### config.mk
export PLATFORM = sky130hd
export DESIGN_NAME = pvic_top
export DESIGN_NICKNAME = d
export VERILOG_FILES = /design/src/rtl/pvic_pkg.sv /design/src/rtl/pvic_regs.sv /design/src/rtl/pvic_arb.sv /design/src/rtl/pvic_svc.sv /design/src/rtl/pvic_top.sv
export SDC_FILE = /design/constraint.sdc
export NUM_CORES = 1
export LEC_CHECK = 0
export BUFFER_PORTS_ARGS = -buffer_cell sky130_fd_sc_hd__buf_2
export CAP_MARGIN = 15
export CORE_MARGIN = 2
export CORE_UTILIZATION = 50
export CTS_CLUSTER_SIZE = 20
export DETAILED_ROUTE_END_ITERATION = 12
export GPL_TIMING_DRIVEN = 0
export HOLD_SLACK_MARGIN = 0.08
export PLACE_DENSITY_LB_ADDON = 0.3
export SYNTH_ARGS = -nofsm -noshare
export SYNTH_HDL_FRONTEND = slang
export SYNTH_HIERARCHICAL = 1
export SYNTH_SLANG_ARGS = --single-unit
### constraint.sdc
create_clock -name clk -period 2.5 [get_ports clk]
set_input_delay 0.375 -clock clk [delete_from_list [all_inputs] [get_ports clk]]
set_output_delay 0.375 -clock clk [all_outputs]
set_load 0.05 [all_outputs]
### src/rtl/pvic_pkg.sv
package pvic_pkg;
  localparam int NSRC   = 15;
  localparam int IDX_W  = $clog2(NSRC);
  localparam int VEC_W  = 7;
  localparam int CODE_W = 4;

  typedef enum logic [1:0] {
    CLS_RETONLY, CLS_RETWR, CLS_PORT, CLS_TRAP
  } clr_cls_e;

  function automatic clr_cls_e cls_of(int k);
    case (k)
      0:                  return CLS_RETONLY;
      1, 3, 4, 7, 8:      return CLS_RETWR;
      13, 14:             return CLS_TRAP;
      default:            return CLS_PORT;
    endcase
  endfunction

  function automatic logic [NSRC-1:0] mask_of(clr_cls_e c);
    logic [NSRC-1:0] m;
    m = '0;
    for (int k = 0; k < NSRC; k++) m[k] = (cls_of(k) == c);
    return m;
  endfunction

  localparam logic [NSRC-1:0] TRAP_M = mask_of(CLS_TRAP);
  localparam logic [NSRC-1:0] WR_M   = mask_of(CLS_RETWR);
  localparam logic [NSRC-1:0] PORT_M = mask_of(CLS_PORT);
  localparam logic [NSRC-1:0] RET_M  = ~PORT_M;

  function automatic logic [VEC_W-1:0] vec_of(logic [IDX_W-1:0] k);
    case (k)
      4'd0:  return 7'h02;
      4'd1:  return 7'h01;
      4'd2:  return 7'h42;
      4'd3:  return 7'h04;
      4'd4:  return 7'h10;
      4'd5:  return 7'h14;
      4'd6:  return 7'h18;
      4'd7:  return 7'h20;
      4'd8:  return 7'h24;
      4'd9:  return 7'h2C;
      4'd10: return 7'h30;
      4'd11: return 7'h34;
      4'd12: return 7'h38;
      4'd13: return 7'h03;
      4'd14: return 7'h46;
      default: return 7'h00;
    endcase
  endfunction

  function automatic logic [CODE_W-1:0] code_of(logic [IDX_W-1:0] k);
    case (k)
      4'd0:  return 4'h1;
      4'd1:  return 4'h2;
      4'd2:  return 4'h8;
      4'd3:  return 4'h9;
      4'd4:  return 4'hC;
      4'd5:  return 4'hD;
      4'd6:  return 4'hE;
      4'd7:  return 4'h1;
      4'd8:  return 4'h2;
      4'd9:  return 4'h3;
      4'd10: return 4'h4;
      4'd11: return 4'h5;
      4'd12: return 4'h6;
      4'd14: return 4'h7;
      default: return 4'h0;
    endcase
  endfunction
endpackage

### src/rtl/pvic_regs.sv
module pvic_regs
  import pvic_pkg::*;
(
  input  logic            clk,
  input  logic            rst_n,
  input  logic [NSRC-1:0] req_i,
  input  logic [NSRC-1:0] acc_i,
  input  logic [NSRC-1:0] ret_clr_i,
  input  logic            w1c_we_i,
  input  logic            en_we_i,
  input  logic [NSRC-1:0] wdata_i,
  output logic [NSRC-1:0] status_o,
  output logic [NSRC-1:0] enable_o
);
  logic [NSRC-1:0] status_q, status_d, enable_q, enable_d, clr;

  always_comb begin
    clr = (acc_i & PORT_M) | (ret_clr_i & RET_M);
    if (w1c_we_i) clr = clr | (wdata_i & WR_M);
    status_d = (status_q & ~clr) | req_i;
    enable_d = en_we_i ? wdata_i : enable_q;
  end

  always_ff @(posedge clk or negedge rst_n) begin
    if (!rst_n) begin
      status_q <= '0;
      enable_q <= '0;
    end else begin
      status_q <= status_d;
      enable_q <= enable_d;
    end
  end

  assign status_o = status_q;
  assign enable_o = enable_q;

  AST_REQ_LATCHED: assert property (@(posedge clk) disable iff (!rst_n)
    (|req_i) |=> ((status_q & $past(req_i)) == $past(req_i)));
  AST_PORT_HOLDS: assert property (@(posedge clk) disable iff (!rst_n)
    ((acc_i & status_q & PORT_M) == '0) && (ret_clr_i == '0) && !w1c_we_i
      |=> ((status_q & $past(status_q)) == $past(status_q)));
endmodule

### src/rtl/pvic_arb.sv
module pvic_arb
  import pvic_pkg::*;
(
  input  logic [NSRC-1:0]  status_i,
  input  logic [NSRC-1:0]  enable_i,
  output logic             valid_o,
  output logic [IDX_W-1:0] idx_o
);
  logic [NSRC-1:0] elig;

  always_comb begin
    elig    = status_i & (enable_i | TRAP_M);
    valid_o = 1'b0;
    idx_o   = '0;
    for (int k = 0; k < NSRC; k++) begin
      if (elig[k]) begin
        valid_o = 1'b1;
        idx_o   = IDX_W'(k);
      end
    end
  end

  always_comb begin
    if (valid_o) AST_PICK_ELIGIBLE: assert (status_i[idx_o]);
  end
endmodule

### src/rtl/pvic_svc.sv
module pvic_svc
  import pvic_pkg::*;
(
  input  logic              clk,
  input  logic              rst_n,
  input  logic              valid_i,
  input  logic [IDX_W-1:0]  idx_i,
  input  logic              core_ok_i,
  input  logic              ret_i,
  output logic              take_o,
  output logic [VEC_W-1:0]  vector_o,
  output logic              ack_o,
  output logic [CODE_W-1:0] code_o,
  output logic [NSRC-1:0]   ret_clr_o
);
  logic              in_svc_q, in_svc_d;
  logic [IDX_W-1:0]  idx_q, idx_d;
  logic [CODE_W-1:0] code_q, code_d;
  logic              fin;

  always_comb begin
    take_o    = valid_i && core_ok_i && !in_svc_q;
    vector_o  = vec_of(idx_i);
    fin       = ret_i && in_svc_q;
    in_svc_d  = in_svc_q;
    idx_d     = idx_q;
    code_d    = code_q;
    ret_clr_o = '0;
    if (take_o) begin
      in_svc_d = 1'b1;
      idx_d    = idx_i;
      code_d   = code_of(idx_i);
    end else if (fin) begin
      in_svc_d         = 1'b0;
      code_d           = '0;
      ret_clr_o[idx_q] = 1'b1;
    end
  end

  always_ff @(posedge clk or negedge rst_n) begin
    if (!rst_n) begin
      in_svc_q <= 1'b0;
      idx_q    <= '0;
      code_q   <= '0;
    end else begin
      in_svc_q <= in_svc_d;
      idx_q    <= idx_d;
      code_q   <= code_d;
    end
  end

  assign ack_o  = in_svc_q;
  assign code_o = code_q;

  AST_IDLE_CODE_ZERO: assert property (@(posedge clk) disable iff (!rst_n)
    !in_svc_q |-> (code_q == '0));
  AST_ACK_RISES: assert property (@(posedge clk) disable iff (!rst_n)
    take_o |=> ack_o);
  AST_ACK_FALLS: assert property (@(posedge clk) disable iff (!rst_n)
    (ret_i && in_svc_q) |=> !ack_o);
  AST_NO_NEST: assert property (@(posedge clk) disable iff (!rst_n)
    in_svc_q |-> !take_o);
  AST_HOLD_OFF: assert property (@(posedge clk) disable iff (!rst_n)
    !core_ok_i |-> !take_o);
endmodule

### src/rtl/pvic_top.sv
module pvic_top
  import pvic_pkg::*;
(
  input  logic              clk,
  input  logic              rst_n,
  input  logic [NSRC-1:0]   req_i,
  input  logic [NSRC-1:0]   acc_i,
  input  logic              core_ok_i,
  input  logic              ret_i,
  input  logic              reg_we,
  input  logic              reg_addr,
  input  logic [NSRC-1:0]   reg_wdata,
  output logic [NSRC-1:0]   reg_rdata,
  output logic              take_o,
  output logic [VEC_W-1:0]  vector_o,
  output logic              svc_ack_o,
  output logic [CODE_W-1:0] svc_code_o,
  input  logic              share_sel_n_i,
  input  logic [CODE_W-1:0] bio_i,
  output logic [CODE_W-1:0] bio_o
);
  logic [NSRC-1:0]  status, enable, ret_clr;
  logic             valid;
  logic [IDX_W-1:0] idx;

  pvic_regs u_regs (
    .clk(clk), .rst_n(rst_n), .req_i(req_i), .acc_i(acc_i),
    .ret_clr_i(ret_clr), .w1c_we_i(reg_we && !reg_addr),
    .en_we_i(reg_we && reg_addr), .wdata_i(reg_wdata),
    .status_o(status), .enable_o(enable)
  );

  pvic_arb u_arb (
    .status_i(status), .enable_i(enable), .valid_o(valid), .idx_o(idx)
  );

  pvic_svc u_svc (
    .clk(clk), .rst_n(rst_n), .valid_i(valid), .idx_i(idx),
    .core_ok_i(core_ok_i), .ret_i(ret_i), .take_o(take_o),
    .vector_o(vector_o), .ack_o(svc_ack_o), .code_o(svc_code_o),
    .ret_clr_o(ret_clr)
  );

  assign reg_rdata = reg_addr ? enable : status;
  assign bio_o     = share_sel_n_i ? bio_i : svc_code_o;

  AST_TRAP_FIRST: assert property (@(posedge clk) disable iff (!rst_n)
    (take_o && ((status & TRAP_M) != '0)) |-> (vector_o == 7'h46 || vector_o == 7'h03));
endmodule

* Yosys cells after proc, flatten, opt, wreduce, memory -nomap -nowiden
Memories as Yosys holds them, arrays and structs flattened. Index checks and enable logic that the tools add are counted.
Storage, ports and cells: ROM bits 176, output and inout port bits 32, memories 2, bits in registers 39, word-level logic and storage cells 64, input port bits 56
Operators by class: order comparisons 2, reduce and logical (&&, ||, !) cells 9, multiplexer cells 40, bitwise logic cells 6
Memory list:
- (no name shown) | depth 16, bits a word 7, rd ports 1, clocked after Yosys merged registers in 0, write ports 0, line pvic_pkg.sv:33 | case (k)
- (no name shown) | depth 16, bits a word 4, rd ports 1, clocked after Yosys merged registers in 0, write ports 0, line pvic_pkg.sv:54 | case (k)
Operator list (number):
- $mux W15 | 4
- $mux W4 | 10
- $and A15 B15 Y15 | 2
- $mux W1 | 19
- $not A15 Y15 | 1
- $or A13 B15 Y15 | 1
- $or A15 B15 Y15 | 1
- $or A15 B9 Y15 | 1
- $mux W3 | 4
- $logic_and A1 B1 Y1 | 6
- $lt A4 B5 Y1 const B | 1
- $demux W1 S4 | 1
- $ge A4 B1 Y1 const B | 1
- $mux W2 | 2
- $logic_not A1 Y1 | 2
- $reduce_bool A2 Y1 | 1

* Logic depth before layout (Yosys ltp)
Gate-level depths: netlist of run 1.
depth in word-level cells 25, mapped depth 9, gate-level depth less buffers 9

* Cells and area by module
Netlist of run 1, hierarchy kept.
By module, submodules not included:
- pvic_regs | area an instance 1182.4 sq um, seq. area each 750.7 sq um, times used 1, cells each 82
- pvic_svc | area an instance 782.0 sq um, seq. area each 225.2 sq um, times used 1, cells each 98
- pvic_top | area an instance 291.5 sq um, seq. area each 0.0 sq um, times used 1, cells each 23
- pvic_arb | area an instance 198.9 sq um, seq. area each 0.0 sq um, times used 1, cells each 32

* Worst setup path before layout of run 1
Ideal clock, no wire load.
kind reg-to-output, start register u_regs.status_q[5], in the netlist u_regs/status_o[5], end output vector_o[5], stages on the path, launching flop included 8, data required time 2.125 ns, buffers on the path 0, path slack -0.529 ns, data arrival time 2.654 ns, cells stage by stage dfrtp_1 nand2_1 a32o_1 o2111a_1 a211oi_2 ha_1 nand2_1 o21ai_0
Between the ends: word-level cells in the longest chain between the ends 12
RTL lines:
- start, declared | line pvic_regs.sv:15 | logic [NSRC-1:0] status_q, status_d, enable_q, enable_d, clr;
- start signal, assigned | line pvic_regs.sv:29 | status_q <= status_d;
- $and A15 B15 Y15 | line pvic_arb.sv:12 | elig = status_i & (enable_i | TRAP_M);
- $mux W3 (3 in a row) | line pvic_arb.sv:16 | if (elig[k]) begin
- $mux W4 (7 in a row) | line pvic_arb.sv:16
- via idx[0] | line pvic_top.sv:24 | logic [IDX_W-1:0] idx;
- $mem_v2 Z16 W7
- end, declared | line pvic_top.sv:15 | output logic [VEC_W-1:0] vector_o,
The timed path passes the listed nets, and every way through them passes these cells.

* Final worst setup path of run 1
start register u_regs.enable_q[5], in the netlist u_regs/enable_o[5], end output vector_o[2]
Between the ends: word-level cells in the longest chain between the ends 12
RTL lines:
- start, declared | line pvic_regs.sv:15
- start signal, assigned | line pvic_regs.sv:30 | enable_q <= enable_d;
- $and A15 B15 Y15 | line pvic_arb.sv:12
- $mux W3 (3 in a row) | line pvic_arb.sv:16
- $mux W4 (7 in a row) | line pvic_arb.sv:16
- via idx[0] | line pvic_top.sv:24
- $mem_v2 Z16 W7
The timed path passes the listed nets, and every way through them passes these cells.

==> summary.txt, run 1 <==
STA
  – Fin. max-slew vios: 0
  – Max frequency: 363 MHz
  – # setup viols final: 7
  – Setup TNS: -1330 ps
  – Post-route setup slack: -251 ps
  – Skew final: 4.58 ps
  – Worst slew pin tran: 844 ps
  – Tcrit/Tclk final: 110%
  – Slew margin rel.: 43.7%
  – RSZ-0062 raised after global routing: true
  – Minimum clock period: 2750 ps
  – Hold Vio Cnt, Final: 0

Die
  – Die H: 73.7 microns
  – Row Count: 25
  – Die W: 73.7 microns
  – Core area: 0.00469 sq mm
  – Initial Utilization: 51.7%
  – Die area: 0.00543 sq mm
  – IO Pins: 88

Yosys
  – Mapped Area: 0.00243 sq mm
  – Cell count after synthesis: 228
  – Syn_nets: 290
  – Mean Syn Cell Area: 10.6 sq um
  – Synth Warn #: 6

Setup path
  – Crit Path Class: reg2out
  – CP Data Arrival Time: 2380 ps
  – CP Launch Type: flop
  – Worst-path cell chain: nand2_2 > a32o_1 > o2111a_1 > a211oi_4 > inv_2 > ha_4 > a211o_1 > o21ai_4 > buf_6
  – Worst setup EP type: output port
  – Slowest-stage cell, CP: dfrtp_1
  – CP Max Fanout: 5
  – CP required: 2120 ps
  – Slowest stage delay, CP: 410 ps

Layout
  – NumNets Final: 386
  – Most common cell after layout, fill and taps aside: buf_2
  – Area Growth Syn to Fin: 34.1%
  – Commonest non-fill, non-tap cells in the layout: buf_2 (72), dfrtp_1 (39), nand2_1 (25), mux2_4 (19), inv_1 (18)
  – Layout cells sized above 1: 54.5%
  – Final cell utilization of the core: 69.4%
  – # diodes: 0

Routing
  – Iter 0 DRT Violations: 112
  – DRT Pass-1 Iters: 4
  – Avg Vias per Cell: 5.41
  – Vias: 2052
  – Post-route ant nets: 0
  – Routed WL: 5810 microns
  – DRC: 0
  – Routed len/inst: 15.3 microns

GRT
  – GRT Total Usage: 22.5%
  – Largest net degree at the start of global routing: 40
  – Vias in the first global route: 2048
  – GRT overflow: 0
  – Antenna violations before repair: 0
  – First-pass GRT wire length: 9310 microns

CTS
  – CTS tree: yes
  – Clock buffer depth: 2
  – Clk_lat worst skew: 290 ps
  – CTS Buf Count: 5
  – H-Tree Depth: 2
  – Clock-pin slew on the worst setup and hold paths: 80 ps
  – Clock sink count: 39
  – Root Driver: clkbuf_8

Placement
  – Port buffer count: 78
  – Routability cong.: 0.856
  – Post-DP HPWL: 4100 microns

Worst hold path
  – Worst Hold Class: in2async

Pwr
  – PwrDens: 633 mW/mm^2
  – Power Total: 0.00206 W
  – Max rail drop VDD: 0.269 mV
  – Leakage: 1.54 nW

Run
  – Max Cap Violations: 0

Outcome
  – Outcome: finished, violations left
  – Failing checks: negative setup slack
==> power breakdown <==
group | switching, W | leakage [nW] | internal, W
Sequential | 0.0000818 | 0.434 | 0.000707
Clock | 0.000220 | 0.0612 | 0.000323
Combinational | 0.000438 | 1.04 | 0.000292
==> what timing repair did <==
item / CTS / global route
cloned: 0 / 0
resized for setup: 28 / 6
buffers inserted: 7 / 4
hold buffers: 0 / 0
pin swaps: 5 / 0
endpoints found under the setup margin: 8 / 8
==> path summary, 6_finish.rpt <==
| path | start | endpoint | slack (ps) | cells after the start |
|---|---|---|---|---|
| worst min register to register | u_regs/enable_o[14]$_DFFE_PN0P_ | u_regs/enable_o[14]$_DFFE_PN0P_ | 510 | 1 |
| worst max-delay path | u_regs/enable_o[5]$_DFFE_PN0P_ | vector_o[2] | -250 | 9 |
| min in group clk | req_i[14] | u_regs/status_o[14]$_DFF_PN0_ | 250 | 2 |
| worst min-delay path | rst_n | u_regs/enable_o[13]$_DFFE_PN0P_ | 180 | 1 |
| max in group asynchronous | rst_n | u_svc/code_o[2]$_DFFE_PN0P_ | 1780 | 1 |
| worst max register to register | u_regs/enable_o[5]$_DFFE_PN0P_ | u_svc/code_o[0]$_DFFE_PN0P_ | 140 | 11 |
==> flip-flops by register name, indices dropped and copies added, names as in the netlist <==
| name | count |
|---|---|
| u_regs/enable_o | 15 |
| u_regs/status_o | 15 |
| u_svc/ack_o | 1 |
| u_svc/code_o | 4 |
| u_svc/idx_q | 4 |
==> per-stage QoR <==
step	setup WS (ps)	cell area, sq um	instances	hold WS [ps]
after floorplan	21.3	2460	228	79.4
after global routing	-342	3250	379	244
after detailed placement	-493	2920	360	500
after CTS	-233	3200	375	226
after global placement	-459	2920	360	485
final	-251	3250	379	181
==> routing by layer <==
metal | global-route usage (%) | vias up | part of all wire [%]
li1 | - | 1002 | -
met1 | 27.1 | 981 | 42
met2 | 39.6 | 55 | 52
met3 | 5.08 | 14 | 4.1
met4 | 7.07 | 0 | 2.0
met5 | 0 | - | 0
==> worst max-delay path: cells and delay by family, from the launching register on <==
family	cells	cell delay, ps
compound gates	5	1110
flops	1	410
buf+inv	2	290
fa+ha+maj	1	200
simple gates	1	80
==> final cells by class <==
| cell class | count | area, sq um |
|---|---|---|
| well taps | 54 | 67.6 |
| inverters | 21 | 78.8 |
| fillers | 387 | 1440 |
| plain buffers | 9 | 93.8 |
| multi-input cells | 159 | 1410 |
| clock buffers | 6 | 82.6 |
| clock inverters | 2 | 35.0 |
| flip-flops and latches | 39 | 976 |
| repair buffers | 89 | 513 |
No activity file was read; power rests on OpenSTA's default activity.
==> run 2: changes to the inputs <==
- CORE_UTILIZATION: 50 -> 54
- clock period: 2.5 -> 3.3 ns (I/O delays scaled with it)
==> summary.txt, run 2 (synthesis gave the netlist of run 1 again) <==
Outcome
  – Outcome: finished clean (was finished, violations left)

Worst hold path
  – Worst Hold Class: in2async (unchanged)

STA
  – Skew final: 7.80 ps (was 4.58 ps)
  – Hold Vio Cnt, Final: 0 (unchanged)
  – Minimum clock period: 3160 ps
  – Slew margin rel.: 42.9% (was 43.7%)
  – Fin. max-slew vios: 0 (unchanged)
  – Max frequency: 316 MHz
  – Tcrit/Tclk final: 95.9%
  – # setup viols final: 0 (was 7)
  – Post-route setup slack: 137 ps (was -251 ps)
  – Worst slew pin tran: 857 ps (was 844 ps)

Die
  – Initial Utilization: 55.7% (was 51.7%)
  – Die H: 71.0 microns (was 73.7 microns)
  – IO Pins: 88 (unchanged)
  – Die W: 71.0 microns (was 73.7 microns)
  – Row Count: 24 (was 25)
  – Die area: 0.00505 sq mm (was 0.00543 sq mm)
  – Core area: 0.00435 sq mm (was 0.00469 sq mm)

Routing
  – Vias: 1984 (was 2052)
  – DRT Pass-1 Iters: 4 (unchanged)
  – DRC: 0 (unchanged)
  – Post-route ant nets: 0 (unchanged)
  – Routed WL: 5310 microns (was 5810 microns)
  – Avg Vias per Cell: 5.38 (was 5.41)
  – Iter 0 DRT Violations: 72 (was 112)
  – Routed len/inst: 14.4 microns (was 15.3 microns)

Pwr
  – Sw Ratio: 38.3% (was 35.9%)
  – Sw Pwr: 0.000545 W (was 0.000739 W)
  – PwrDens: 474 mW/mm^2 (was 633 mW/mm^2)
  – Seq pwr share: 42.0% (was 38.3%)
  – Clk pwr share: 22.3% (was 26.3%)
  – Leakage: 1.47 nW (was 1.54 nW)
  – Max rail drop VDD: 0.253 mV (was 0.269 mV)
  – Internal power: 0.000876 W (was 0.00132 W)
  – Gate power share: 35.7% (was 35.4%)

CTS
  – Clock sink count: 39 (unchanged)
  – Clk_lat worst skew: 290 ps (about the same)
  – CTS Buf Count: 5 (unchanged)
  – Clock-pin slew on the worst setup and hold paths: 80 ps (about the same)
  – Root Driver: clkbuf_8 (unchanged)
  – CTS tree: yes (unchanged)
  – H-Tree Depth: 2 (unchanged)
  – Hold_buf cts: 0 (unchanged)
  – Clock buffer depth: 2 (unchanged)

Layout
  – NumNets Final: 378 (was 386)
  – # diodes: 0 (unchanged)
  – Storage element area: 976 sq um (unchanged)
  – # fillers: 362 (was 387)
  – Area Growth Syn to Fin: 23.6% (was 34.1%)
  – Layout cells sized above 1: 47.0% (was 54.5%)
  – Final cell utilization of the core: 68.9% (was 69.4%)
  – Multi-input logic area: 0.00129 sq mm (was 0.00141 sq mm)
  – Most common cell after layout, fill and taps aside: buf_2 (unchanged)
  – Commonest non-fill, non-tap cells in the layout: buf_2 (78), dfrtp_1 (39), nand2_1 (26), mux2_4 (19), inv_1 (19) (was buf_2 (72), dfrtp_1 (39), nand2_1 (25), mux2_4 (19), inv_1 (18))

GRT
  – Vias in the first global route: 1870 (was 2048)
  – Largest net degree at the start of global routing: 40 (unchanged)
  – Antenna violations before repair: 0 (unchanged)
  – GRT Total Usage: 21.7% (was 22.5%)
  – First-pass GRT wire length: 8600 microns (was 9310 microns)
  – GRT overflow: 0 (unchanged)

Setup path
  – CP Max Fanout: 5 (unchanged)
  – CP required: 2800 ps (was 2120 ps)
  – CP Launch Type: flop (unchanged)
  – CP Data Arrival Time: 2670 ps (was 2380 ps)
  – Crit Path Class: reg2out (unchanged)
  – Worst setup EP type: output port (unchanged)

Placement
  – Setup WS pre-CTS: 222 ps (was -493 ps)
  – Port buffer count: 78 (unchanged)
  – Routability cong.: 0.879 (was 0.856)
  – Post-DP HPWL: 4050 microns (was 4100 microns)

Run
  – Max Cap Violations: 0 (unchanged)
-- run 2: area by class of cell --
type	instances	share of cell area, %
clock buffers	6	2.42
well taps	52	2.17
clock inverters	2	0.417
inverters	21	2.63
multi-input cells	159	42.9
repair buffers	81	13.8
flip-flops and latches	39	32.5
plain buffers	9	3.13
-- run 2: power by group through the flow --
stage | clock, W | sequential (W) | combinational, W
final | 0.000317 | 0.000596 | 0.000508
after detailed placement | 0 | 0.000604 | 0.000503
after CTS | 0.000321 | 0.000595 | 0.000507
after global routing | 0.000347 | 0.000605 | 0.000541
after global placement | 0 | 0.000600 | 0.000497
after floorplan | 0 | 0.000626 | 0.000352
-- run 2: per-layer routing --
metal | share of wire (%) | GRT usage [%]
met4 | 0.26 | 6.50
met1 | 45 | 29.0
met2 | 49 | 34.8
met3 | 5.4 | 5.84
met5 | 0 | 0
-- run 2: metrics by stage --
stage	setup TNS, ps	hold slack, ps	total power [W]	cell area, sq um	std cells
5_1_grt	-4.70	366	0.00149	3000	369
2_1_floorplan	0	199	0.000978	2430	228
3_5_place_dp	0	497	0.00111	2880	358
3_3_place_gp	0	486	0.00110	2880	358
4_1_cts	0	341	0.00142	2980	366
6_report	0	313	0.00142	3000	369
-- run 2: path summary, 6_finish.rpt --
path | from | endpoint | slack [ps] | cells past startpoint
max reg2reg | u_regs/enable_o[5]$_DFFE_PN0P_ | u_svc/code_o[0]$_DFFE_PN0P_ | 970 | 9
min in group clk | req_i[14] | u_regs/status_o[14]$_DFF_PN0_ | 370 | 2
min reg2reg | u_regs/enable_o[14]$_DFFE_PN0P_ | u_regs/enable_o[14]$_DFFE_PN0P_ | 510 | 1
min | rst_n | u_regs/status_o[12]$_DFF_PN0_ | 310 | 1
max in group asynchronous | rst_n | u_regs/enable_o[7]$_DFFE_PN0P_ | 2450 | 1
max | u_regs/enable_o[5]$_DFFE_PN0P_ | vector_o[2] | 140 | 10
-- run 2: what timing repair did --
| action | 4_1_cts | 5_1_grt |
|---|---|---|
| setup endpoints to repair | 1 | 3 |
| gates resized for setup | 2 | 1 |
| pin swaps | 0 | 1 |
| setup buffers | 0 | 3 |
-- run 2: critical path, cell delays in order (launching register included) --
cell,delay (ps)
dfrtp_1,400
nand2_1,110
a32o_1,270
o2111a_1,270
a211oi_4,300
buf_4,180
ha_1,210
nor2_1,70
a211o_1,260
o21ai_0,70
buf_4,220
==> run 3: changes to the inputs <==
- BUFFER_PORTS_ARGS: -buffer_cell sky130_fd_sc_hd__buf_2 -> -buffer_cell sky130_fd_sc_hd__buf_4
==> summary.txt, run 3 (synthesis gave the netlist of run 1 again) <==
Routing
  – DRT Pass-1 Iters: 4 (unchanged)
  – DRC: 0 (unchanged)
  – Avg Vias per Cell: 5.46 (was 5.38)
  – Routed len/inst: 15.4 microns (was 14.4 microns)
  – Iter 0 DRT Violations: 121 (was 72)
  – Post-route ant nets: 0 (unchanged)
  – Routed WL: 5660 microns (was 5310 microns)
  – Vias: 2003 (was 1984)

Setup path
  – CP required: 2800 ps (about the same)
  – Worst-path cell chain: nand2_1 > a32o_1 > o2111a_1 > a211oi_4 > buf_4 > ha_1 > nor2_1 > a211o_1 > o21ai_0 > buf_4 (unchanged)
  – Crit Path Class: reg2out (unchanged)
  – Slowest-stage cell, CP: dfrtp_1 (unchanged)
  – CP Max Fanout: 5 (unchanged)
  – CP Launch Type: flop (unchanged)
  – Worst setup EP type: output port (unchanged)
  – Cell mode on critical path: buf_4 (unchanged)
  – CP Data Arrival Time: 2650 ps (was 2670 ps)
  – Slowest stage delay, CP: 410 ps (was 400 ps)

GRT
  – Largest net degree at the start of global routing: 40 (unchanged)
  – First-pass GRT wire length: 9400 microns (was 8600 microns)
  – GRT overflow: 0 (unchanged)
  – Vias in the first global route: 2001 (was 1870)
  – Antenna violations before repair: 0 (unchanged)
  – GRT Total Usage: 23.5% (was 21.7%)

Layout
  – Most common cell after layout, fill and taps aside: buf_4 (was buf_2)
  – Final cell utilization of the core: 73.7% (was 68.9%)
  – Layout cells sized above 1: 46.7% (was 47.0%)
  – NumNets Final: 376 (was 378)
  – Commonest non-fill, non-tap cells in the layout: buf_4 (82), dfrtp_1 (39), nand2_1 (26), inv_1 (20), mux2_4 (19) (was buf_2 (78), dfrtp_1 (39), nand2_1 (26), mux2_4 (19), inv_1 (19))
  – # diodes: 0 (unchanged)
  – # fillers: 340 (was 362)
  – Area Growth Syn to Fin: 32.3% (was 23.6%)

STA
  – Minimum clock period: 3150 ps (was 3160 ps)
  – Tcrit/Tclk final: 95.4% (was 95.9%)
  – Setup TNS: 0 ps (unchanged)
  – Hold Vio Cnt, Final: 0 (unchanged)
  – Skew final: 3.64 ps (was 7.80 ps)
  – Hold Slack: 164 ps (was 313 ps)
  – Fin. max-slew vios: 0 (unchanged)
  – # setup viols final: 0 (unchanged)
  – Slew margin rel.: 67.3% (was 42.9%)
  – Max frequency: 318 MHz (was 316 MHz)
  – RSZ-0062 raised after global routing: false
  – Worst slew pin tran: 490 ps (was 857 ps)

CTS
  – Clock-pin slew on the worst setup and hold paths: 80 ps (about the same)
  – CTS tree: yes (unchanged)
  – Clock sink count: 39 (unchanged)
  – Clock buffer depth: 2 (unchanged)
  – H-Tree Depth: 2 (unchanged)
  – CTS Buf Count: 5 (unchanged)
  – Clk_lat worst skew: 280 ps (was 290 ps)
  – Root Driver: clkbuf_8 (unchanged)

Pwr
  – Sw Ratio: 34.9% (was 38.3%)
  – Gate power share: 35.7% (about the same)
  – PwrDens: 486 mW/mm^2 (was 474 mW/mm^2)
  – Sw Pwr: 0.000544 W (was 0.000545 W)
  – Internal power: 0.00101 W (was 0.000876 W)
  – Max rail drop VDD: 0.367 mV (was 0.253 mV)
  – Clk pwr share: 26.0% (was 22.3%)
  – Seq pwr share: 38.3% (was 42.0%)
  – Leakage: 1.54 nW (was 1.47 nW)

Die
  – Die H: 71.0 microns (unchanged)
  – Row Count: 24 (unchanged)
  – Die area: 0.00505 sq mm (unchanged)
  – Initial Utilization: 55.7% (unchanged)
  – Core area: 0.00435 sq mm (unchanged)
  – IO Pins: 88 (unchanged)
  – Die W: 71.0 microns (unchanged)

Worst hold path
  – Worst Hold Class: in2async (unchanged)

Outcome
  – Outcome: finished clean (unchanged)

Run
  – Max Cap Violations: 0 (unchanged)

Placement
  – Routability cong.: 0.872 (was 0.879)
  – Port buffer count: 78 (unchanged)
  – Post-DP HPWL: 4380 microns (was 4050 microns)
[run 3: cell count changes in the layout (fill, tap and decap cells not counted), sizes merged]
cell,previous run,this run
buf,89,87
clkinvlp,1,0
bufinv,0,1
[run 3: timing repair]
item / CTS / global route
buffers inserted: 0 / 1
gates resized for setup: 1 / 0
pin swaps: 1 / 1
hold buffers: 0 / 0
setup endpoints to repair: 1 / 1
[run 3: path summary, 6_finish.rpt]
check	depth (start not counted)	slack, ps	to	startpoint
min in group clk	2	380	u_regs/status_o[2]$_DFF_PN0_	req_i[2]
setup / recovery	10	150	vector_o[2]	u_regs/enable_o[5]$_DFFE_PN0P_
hold reg to reg	1	510	u_regs/status_o[0]$_DFF_PN0_	u_regs/status_o[0]$_DFF_PN0_
hold / removal	1	160	u_regs/status_o[12]$_DFF_PN0_	rst_n
setup reg to reg	9	960	u_svc/code_o[0]$_DFFE_PN0P_	u_regs/enable_o[5]$_DFFE_PN0P_
max in group asynchronous	1	2790	u_regs/enable_o[1]$_DFFE_PN0P_	rst_n
[run 3: routing by layer]
layer	track usage [%]	share of wire, %	vias up
met1	31.6	44	966
met4	5.45	0.51	0
li1	-	-	974
met3	4.84	4.8	2
met2	39.3	51	61
met5	0	0	-
[run 3: final cells by class]
type | count | area [sq um] | area share, %
buffer | 9 | 93.8 | 2.92
clock buffer | 6 | 82.6 | 2.57
clock inverter | 2 | 35.0 | 1.09
inverter | 21 | 78.8 | 2.46
multi-input combinational | 159 | 1290 | 40.1
sequential | 39 | 976 | 30.4
tap | 52 | 65.1 | 2.03
timing repair buffer | 79 | 593 | 18.5
[run 3: power groups by stage]
| stage | Sequential, W | Clock, W | Combinational [W] |
|---|---|---|---|
| finish | 0.000597 | 0.000405 | 0.000556 |
| global route | 0.000609 | 0.000438 | 0.000589 |
| CTS | 0.000597 | 0.000414 | 0.000558 |
| detailed placement | 0.000607 | 0 | 0.000554 |
| global placement | 0.000601 | 0 | 0.000545 |
| floorplan | 0.000626 | 0 | 0.000352 |
[run 3: worst max-delay path, delay by kind of cell, from the launching register on]
family,cells,cell delay (ps)
buf+inv,2,400
simple gates,2,190
fa+ha+maj,1,230
flops,1,410
compound gates,5,1130
[run 3: stage by stage]
step                      worst slack [ps]  area [sq um]  total power, W  instances
after floorplan                        151          2430        0.000978        228
after global placement                 237          3080         0.00115        358
after detailed placement               199          3080         0.00116        358
after CTS                             36.1          3200         0.00157        366
after global routing                  9.82          3210         0.00164        367
final                                  152          3210         0.00156        367
